**config.mk**
```make
export PLATFORM = sky130hd
export DESIGN_NAME = sdw_completer
export DESIGN_NICKNAME = d
export VERILOG_FILES = /design/src/rtl/sdw_pkg.sv /design/src/rtl/sdw_req_decode.sv /design/src/rtl/sdw_master_port.sv /design/src/rtl/sdw_cpl_ctrl.sv /design/src/rtl/sdw_completer.sv
export SDC_FILE = /design/constraint.sdc
export NUM_CORES = 1
export LEC_CHECK = 0
export BUFFER_PORTS_ARGS = -buffer_cell sky130_fd_sc_hd__buf_2
export CAP_MARGIN = 20
export CORE_MARGIN = 5
export CORE_UTILIZATION = 45
export CTS_CLUSTER_DIAMETER = 200
export DETAILED_ROUTE_END_ITERATION = 6
export HOLD_SLACK_MARGIN = 0.12
export PLACE_DENSITY = 0.83
export SETUP_SLACK_MARGIN = 0.05
export SLEW_MARGIN = 30
export SYNTH_ARGS = -nofsm -noshare
export SYNTH_HDL_FRONTEND = slang
export SYNTH_HIERARCHICAL = 1
export SYNTH_SLANG_ARGS = --single-unit
```
**constraint.sdc**
```tcl
create_clock -name clk -period 2.6 [get_ports clk]
set_input_delay 0 -clock clk [delete_from_list [all_inputs] [get_ports clk]]
set_output_delay 0 -clock clk [all_outputs]
set_load 0.01 [all_outputs]
```
**src/rtl/sdw_pkg.sv**
```systemverilog
// Shared widths, encodings and types for the single-dword completer.
// Assumes a fixed 32-bit data path with four byte lanes.
package sdw_pkg;
    localparam int DW    = 32;
    localparam int BEW   = DW / 8;
    localparam int FB_W  = $clog2(BEW);
    localparam int LEN_W = 10;
    localparam int TAG_W = 8;
    localparam int RID_W = 16;
    localparam int LA_W  = 7;

    localparam logic [1:0] TYPE_RD = 2'd0;
    localparam logic [1:0] TYPE_WR = 2'd1;

    localparam logic [2:0] CPL_SC = 3'b000;
    localparam logic [2:0] CPL_CA = 3'b100;

    typedef enum logic [1:0] {
        CLS_READ,
        CLS_WRITE,
        CLS_FLUSH,
        CLS_UNSUP
    } req_class_e;

    typedef enum logic [2:0] {
        S_IDLE,
        S_RD_ISSUE,
        S_RD_DATA,
        S_FLUSH,
        S_CPL
    } ctl_state_e;
endpackage

```
**src/rtl/sdw_req_decode.sv**
```systemverilog
// Classifies the presented request, translates its address and forms the
// lower-address field. Purely combinational; assumes WIN_BITS < 32 and a
// window base aligned to 2^WIN_BITS.
module sdw_req_decode
    import sdw_pkg::*;
#(
    parameter logic [31:0] BAR_BASE = 32'h8000_0000,
    parameter int          WIN_BITS = 12
) (
    input  logic [1:0]       req_type,
    input  logic [DW-1:0]    req_addr,
    input  logic [LEN_W-1:0] req_len,
    input  logic [BEW-1:0]   req_be,
    input  logic [DW-1:0]    local_base,
    output req_class_e       req_class,
    output logic [DW-1:0]    xlat_addr,
    output logic [LA_W-1:0]  lower_addr
);
    logic             in_window;
    logic [FB_W-1:0]  first_byte;
    logic [DW-1:0]    offset_sum;

    assign in_window  = (req_addr >> WIN_BITS) == (BAR_BASE >> WIN_BITS);
    assign offset_sum = (req_addr - BAR_BASE) + local_base;
    assign xlat_addr  = {offset_sum[DW-1:FB_W], {FB_W{1'b0}}};

    // Index of the lowest enabled byte lane, zero when none is set.
    always_comb begin
        first_byte = '0;
        for (int i = BEW - 1; i >= 0; i--) begin
            if (req_be[i]) first_byte = FB_W'(i);
        end
    end

    assign lower_addr = {req_addr[LA_W-1:FB_W], first_byte};

    // Sort the request into read, write, flush or rejected.
    always_comb begin
        if (req_len != LEN_W'(1) || !in_window) begin
            req_class = CLS_UNSUP;
        end else if (req_type == TYPE_RD) begin
            req_class = (req_be == '0) ? CLS_FLUSH : CLS_READ;
        end else if (req_type == TYPE_WR) begin
            req_class = CLS_WRITE;
        end else begin
            req_class = CLS_UNSUP;
        end
    end
endmodule

```
**src/rtl/sdw_master_port.sv**
```systemverilog
// Holds the single command register that drives the 32-bit master port.
// A load arrives only when the port is idle; the command drops on the first
// edge at which the slave does not stall it.
module sdw_master_port
    import sdw_pkg::*;
(
    input  logic           clk,
    input  logic           rst_n,
    input  logic           rd_load,
    input  logic           wr_load,
    input  logic [DW-1:0]  ld_addr,
    input  logic [BEW-1:0] ld_be,
    input  logic [DW-1:0]  ld_wdata,
    input  logic           m_waitreq,
    output logic           m_read,
    output logic           m_write,
    output logic [DW-1:0]  m_addr,
    output logic [BEW-1:0] m_be,
    output logic [DW-1:0]  m_wdata,
    output logic           port_busy,
    output logic           wr_busy,
    output logic           rd_done
);
    // Command flags: set on load, cleared once the slave takes the command.
    always_ff @(posedge clk) begin
        if (!rst_n) begin
            m_read  <= 1'b0;
            m_write <= 1'b0;
        end else if (rd_load || wr_load) begin
            m_read  <= rd_load;
            m_write <= wr_load;
        end else if (!m_waitreq) begin
            m_read  <= 1'b0;
            m_write <= 1'b0;
        end
    end

    // Command payload: captured on load only, so it holds through stalls.
    always_ff @(posedge clk) begin
        if (!rst_n) begin
            m_addr  <= '0;
            m_be    <= '0;
            m_wdata <= '0;
        end else if (rd_load || wr_load) begin
            m_addr  <= ld_addr;
            m_be    <= ld_be;
            m_wdata <= ld_wdata;
        end
    end

    assign port_busy = m_read | m_write;
    assign wr_busy   = m_write;
    assign rd_done   = m_read & ~m_waitreq;

    a_r5_hold_on_stall: assert property (@(posedge clk) disable iff (!rst_n)
        (m_read || m_write) && m_waitreq |=>
            (m_read || m_write) && $stable(m_addr) && $stable(m_be) && $stable(m_wdata));

    a_r10_one_read: assert property (@(posedge clk) disable iff (!rst_n)
        m_read && !m_waitreq |=> !m_read);

    a_r8_no_overlap: assert property (@(posedge clk) disable iff (!rst_n)
        !(m_read && m_write));
endmodule

```
**src/rtl/sdw_cpl_ctrl.sv**
```systemverilog
// Sequences one request at a time and owns the completion descriptor.
// Assumes read data returns at least one cycle after the read is accepted.
module sdw_cpl_ctrl
    import sdw_pkg::*;
(
    input  logic             clk,
    input  logic             rst_n,
    input  logic             req_valid,
    input  req_class_e       req_class,
    input  logic [TAG_W-1:0] req_tag,
    input  logic [RID_W-1:0] req_rid,
    input  logic [LA_W-1:0]  lower_addr,
    input  logic             port_busy,
    input  logic             wr_busy,
    input  logic             rd_done,
    input  logic             m_rdvalid,
    input  logic [DW-1:0]    m_rdata,
    input  logic             cpl_ready,
    output logic             req_ready,
    output logic             rd_load,
    output logic             wr_load,
    output logic             cpl_valid,
    output logic [2:0]       cpl_status,
    output logic             cpl_has_data,
    output logic [DW-1:0]    cpl_data,
    output logic [TAG_W-1:0] cpl_tag,
    output logic [RID_W-1:0] cpl_rid,
    output logic [LA_W-1:0]  cpl_lower_addr
);
    ctl_state_e state;
    logic       needs_port;
    logic       accept;

    assign needs_port = (req_class == CLS_READ) || (req_class == CLS_WRITE);
    assign req_ready  = (state == S_IDLE) && !(port_busy && needs_port);
    assign accept     = req_valid && req_ready;
    assign rd_load    = accept && (req_class == CLS_READ);
    assign wr_load    = accept && (req_class == CLS_WRITE);
    assign cpl_valid  = (state == S_CPL);

    // Request sequencer: one read, flush or rejection in flight at a time.
    always_ff @(posedge clk) begin
        if (!rst_n) begin
            state <= S_IDLE;
        end else begin
            unique case (state)
                S_IDLE: if (accept) begin
                    unique case (req_class)
                        CLS_READ:  state <= S_RD_ISSUE;
                        CLS_WRITE: state <= S_IDLE;
                        CLS_FLUSH: state <= S_FLUSH;
                        default:   state <= S_CPL;
                    endcase
                end
                S_RD_ISSUE: if (rd_done)   state <= S_RD_DATA;
                S_RD_DATA:  if (m_rdvalid) state <= S_CPL;
                S_FLUSH:    if (!wr_busy)  state <= S_CPL;
                S_CPL:      if (cpl_ready) state <= S_IDLE;
                default:    state <= S_IDLE;
            endcase
        end
    end

    // Completion header fields, captured when a non-write request is accepted.
    always_ff @(posedge clk) begin
        if (!rst_n) begin
            cpl_status     <= CPL_SC;
            cpl_has_data   <= 1'b0;
            cpl_tag        <= '0;
            cpl_rid        <= '0;
            cpl_lower_addr <= '0;
        end else if (accept && req_class != CLS_WRITE) begin
            cpl_status     <= (req_class == CLS_UNSUP) ? CPL_CA : CPL_SC;
            cpl_has_data   <= (req_class == CLS_READ);
            cpl_tag        <= req_tag;
            cpl_rid        <= req_rid;
            cpl_lower_addr <= lower_addr;
        end
    end

    // Completion payload, captured when the read data returns.
    always_ff @(posedge clk) begin
        if (!rst_n) begin
            cpl_data <= '0;
        end else if (state == S_RD_DATA && m_rdvalid) begin
            cpl_data <= m_rdata;
        end
    end

    a_r9_cpl_hold: assert property (@(posedge clk) disable iff (!rst_n)
        cpl_valid && !cpl_ready |=>
            cpl_valid && $stable(cpl_status) && $stable(cpl_has_data) &&
            $stable(cpl_data) && $stable(cpl_tag) && $stable(cpl_rid) &&
            $stable(cpl_lower_addr));
endmodule

```
**src/rtl/sdw_completer.sv**
```systemverilog
// Single-dword completer: decodes request descriptors, performs one access
// on a 32-bit master port with window translation, and returns completions
// for reads, flushes and rejected requests. Writes are posted.
module sdw_completer
    import sdw_pkg::*;
#(
    parameter logic [31:0] BAR_BASE = 32'h8000_0000,
    parameter int          WIN_BITS = 12
) (
    input  logic             clk,
    input  logic             rst_n,
    input  logic [31:0]      cfg_local_base,
    input  logic             req_valid,
    output logic             req_ready,
    input  logic [1:0]       req_type,
    input  logic [31:0]      req_addr,
    input  logic [9:0]       req_len,
    input  logic [3:0]       req_be,
    input  logic [31:0]      req_wdata,
    input  logic [7:0]       req_tag,
    input  logic [15:0]      req_rid,
    output logic             m_read,
    output logic             m_write,
    output logic [31:0]      m_addr,
    output logic [3:0]       m_be,
    output logic [31:0]      m_wdata,
    input  logic             m_waitreq,
    input  logic [31:0]      m_rdata,
    input  logic             m_rdvalid,
    output logic             cpl_valid,
    input  logic             cpl_ready,
    output logic [2:0]       cpl_status,
    output logic             cpl_has_data,
    output logic [31:0]      cpl_data,
    output logic [7:0]       cpl_tag,
    output logic [15:0]      cpl_rid,
    output logic [6:0]       cpl_lower_addr
);
    req_class_e        req_class;
    logic [DW-1:0]     xlat_addr;
    logic [LA_W-1:0]   lower_addr;
    logic              rd_load;
    logic              wr_load;
    logic              port_busy;
    logic              wr_busy;
    logic              rd_done;

    sdw_req_decode #(
        .BAR_BASE (BAR_BASE),
        .WIN_BITS (WIN_BITS)
    ) u_decode (
        .req_type   (req_type),
        .req_addr   (req_addr),
        .req_len    (req_len),
        .req_be     (req_be),
        .local_base (cfg_local_base),
        .req_class  (req_class),
        .xlat_addr  (xlat_addr),
        .lower_addr (lower_addr)
    );

    sdw_master_port u_port (
        .clk       (clk),
        .rst_n     (rst_n),
        .rd_load   (rd_load),
        .wr_load   (wr_load),
        .ld_addr   (xlat_addr),
        .ld_be     (req_be),
        .ld_wdata  (req_wdata),
        .m_waitreq (m_waitreq),
        .m_read    (m_read),
        .m_write   (m_write),
        .m_addr    (m_addr),
        .m_be      (m_be),
        .m_wdata   (m_wdata),
        .port_busy (port_busy),
        .wr_busy   (wr_busy),
        .rd_done   (rd_done)
    );

    sdw_cpl_ctrl u_ctrl (
        .clk            (clk),
        .rst_n          (rst_n),
        .req_valid      (req_valid),
        .req_class      (req_class),
        .req_tag        (req_tag),
        .req_rid        (req_rid),
        .lower_addr     (lower_addr),
        .port_busy      (port_busy),
        .wr_busy        (wr_busy),
        .rd_done        (rd_done),
        .m_rdvalid      (m_rdvalid),
        .m_rdata        (m_rdata),
        .cpl_ready      (cpl_ready),
        .req_ready      (req_ready),
        .rd_load        (rd_load),
        .wr_load        (wr_load),
        .cpl_valid      (cpl_valid),
        .cpl_status     (cpl_status),
        .cpl_has_data   (cpl_has_data),
        .cpl_data       (cpl_data),
        .cpl_tag        (cpl_tag),
        .cpl_rid        (cpl_rid),
        .cpl_lower_addr (cpl_lower_addr)
    );

    a_r3_data_from_port: assert property (@(posedge clk) disable iff (!rst_n)
        $rose(cpl_valid) && cpl_has_data |-> $past(m_rdvalid));

    a_r6_abort_no_data: assert property (@(posedge clk) disable iff (!rst_n)
        cpl_valid && cpl_status == CPL_CA |-> !cpl_has_data && !m_read);

    a_r7_flush_drained: assert property (@(posedge clk) disable iff (!rst_n)
        cpl_valid && cpl_status == CPL_SC && !cpl_has_data |-> !m_write);
endmodule

```
==> out/metrics.cfg <==
[sta]
setup_viol = 0
finalWorstSetupSlack_ns = 0.1152
min_period_over_period = 0.9557
finClkSkew_ns = 0.007648
slew_viol_final = 0
rsz0062_at_grt = false
finalSetupTns_ns = 0
slew_headroom = 0.6175
hold_violations = 0
min_period_ns = 2.485
worstMarginPinSlew_ns = 0.5737
fmax_mhz = 402.4
holdWs_ns = 0.1465

[clock_tree]
root_buffer = clkbuf_16
post-cts-setup-buffer-count = 0
cts.sinks = 138
numCtsBuffers = 17
cts_tree = built
htreeDepth = 4
cts_buffer_depth = 2
clk_latency_ns = 0.42
clk_pin_slew_worst_paths_ns = 0.07

[floorplan]
die_area_um2 = 20220
fp.coreArea_um2 = 17240
initial_core_util = 0.4563
ios = 313
die-height_um = 142.2
die_w_um = 142.2
row_count = 48

[worst_setup_path]
crit_end = u_ctrl/cpl_tag[7]$_SDFFE_PN0P_
reg2reg_setup_slack_ns = 0.28
crit_path_start_kind = input port
r2r_end = u_ctrl/cpl_tag[7]$_SDFFE_PN0P_
critical_path_class = in -> reg
rr_startpoint = u_port/m_write$_SDFFE_PN0P_
crit_path_start = req_addr[24]
critPathCaptureType = flop
ff2ff_path_depth = 7
critPathMaxFanout = 31
cp.arrival_ns = 2.79
required_ns = 2.91

[drt]
route.detailed.drc = 0
dr.pass1.iters = 5
ant_nets = 0
drt_wl_total_um = 27360
vias = 8439
via_per_inst = 5.396
wl_per_cell_um = 17.49
drtIter0Drc = 481

[power]
switching_share = 0.2895
combPwrFrac = 0.228
sequentialPowerShare = 0.374
ir_drop_mv = 0.4349
switching_power_mw = 1.697
leakage_nw = 5.442
power_frac_clock = 0.398
power_mw = 5.864
power.internal_mw = 4.166
power_density_nw_per_um2 = 512.4

[final_layout]
nets = 1559
area_delta_synth_final_pct = 45.50
filler_cell_count = 1257
final_core_util = 0.6639
drive_above_1_share = 0.3102
final_cell_mix = buf_2, nand2_1, dfxtp_1, dlygate4sd3_1, o211ai_1
final_common_cell = buf_2

[place]
hpwl_um = 17780
gp_congestion = 0.9169
io_buffers = 310
preCtsSetupSlack_ns = -0.1855

[global_routing]
grt_max_degree = 109
grt_pass1_vias = 8432
grt_usage = 0.2590
grt_remaining_overflow = 0
antenna_found_initial = 0
grt_pass1_wl_um = 42500

[synth]
synth_area_leaders = dfxtp_1, ha_1, nand2_1
yosysTopAreaCell = dfxtp_1
synth_enable_flop_cells = 0
synth_flop_cell = dfxtp_1
synth-seq-cells = 138
synth_cells = 909
synth_cell_types = 69
syn_avg_cell_area_um2 = 8.652
yosys.area.top_type_share = 0.3513
synth_seq_area_share = 0.3513
synth-warning-count = 6
synthArstFlopShare = 0
synth_area_um2 = 7865

[worst_hold_path]
hp-class = in -> reg

[job]
max-cap-violations = 0

[outcome]
outcome = complete, no violations

metal layers:
layer,track usage,up-vias,wire (um)
li1,-,4063,-
met1,0.3024,3895,10940
met2,0.4383,380,13060
met3,0.06317,101,1982
met4,0.1379,0,1379
met5,0,-,0
power by group through the flow:
| stage | logic (mW) | registers [mW] | clock network, mW |
|---|---|---|---|
| floorplan | 0.757 | 2.25 | 0 |
| global placement | 1.15 | 2.23 | 0 |
| detailed placement | 1.16 | 2.24 | 0 |
| CTS | 1.30 | 2.19 | 2.39 |
| global route | 1.45 | 2.20 | 2.48 |
| finish | 1.33 | 2.19 | 2.34 |
cell usage after synthesis, types with 15 or more instances:
library cell    n
a21boi_0       27
a21o_1         18
a21oi_1        24
clkbuf_1       39
dfxtp_1       138
ha_1           59
mux2i_1        36
nand2_1       157
nand3_1        15
nor2_1         28
nor2b_1        37
o211ai_1       72
o21ai_0        59
o21ai_2        20
xnor2_1        16
critical path, cell delays in order:
cell,delay [ns]
buf_2,0.11
nor4_1,0.33
nand4_1,0.32
or3_1,0.48
inv_1,0.14
buf_4,0.14
o2111ai_4,0.14
buf_12,0.23
mux2i_1,0.22
nor2b_1,0.10
dlygate4sd3_1,0.57
metrics by stage:
stage / instances / cell area [um^2]
2_1_floorplan: 911 / 7873
3_3_place_gp: 1408 / 9639
3_5_place_dp: 1408 / 9639
4_1_cts: 1563 / 11440
5_1_grt: 1563 / 11440
6_report: 1564 / 11440
state kept, by name, indices dropped and copies added (netlist names):
name,cells
u_ctrl/cpl_status,1
u_port/m_write,1
u_port/m_addr,32
u_ctrl/cpl_has_data,1
u_ctrl/cpl_lower_addr,7
u_port/m_be,4
u_ctrl/cpl_data,32
u_ctrl/cpl_rid,16
u_port/m_read,1
u_ctrl/state,3
u_port/m_wdata,32
u_ctrl/cpl_tag,8
cells by family after synthesis:
logic type / Yosys count / share of synthesized area
buffers and inverters: 84 / 0.05806
other: 2 / 0.0009549
and+or+nand+nor: 291 / 0.1748
DFF: 138 / 0.3513
muxes: 36 / 0.04582
xor gates and xnor gates: 27 / 0.03007
adders and majority gates: 60 / 0.09641
AOI/OAI and AO/OA: 271 / 0.2426
repair_timing:
action,4_1_cts,5_1_grt
setup endpoints to repair,0,1
hold buffers,123,0
resized for setup,0,1
endpoints found under the hold margin,106,0
layout make-up:
class,instances,area (um^2),share of cell area
flip-flops and latches,138,2763,0.2414
multi-input cells,689,4667,0.4078
repair buffers,470,3129,0.2735
clock buffers,18,429.2,0.03750
diodes,1,2.502,0.0002187
well taps,225,281.5,0.02460
clock inverters,14,137.6,0.01203
inverters,9,33.78,0.002952
how the worst min path moves through the flow:
stage             startpoint                         endpoint  cells past startpoint
2_1_floorplan     m_rdata[1]  u_ctrl/cpl_data[1]$_SDFFE_PN0P_                      2
3_3_place_gp    req_wdata[7]   u_port/m_wdata[7]$_SDFFE_PN0P_                      3
3_5_place_dp   req_wdata[14]  u_port/m_wdata[14]$_SDFFE_PN0P_                      3
4_1_cts            cpl_ready     u_ctrl/state[1]$_SDFFE_PN0P_                      4
5_1_grt            cpl_ready     u_ctrl/state[2]$_SDFFE_PN0P_                      4
6_report           cpl_ready     u_ctrl/state[1]$_SDFFE_PN0P_                      4
(Power assumes the default switching activity.)
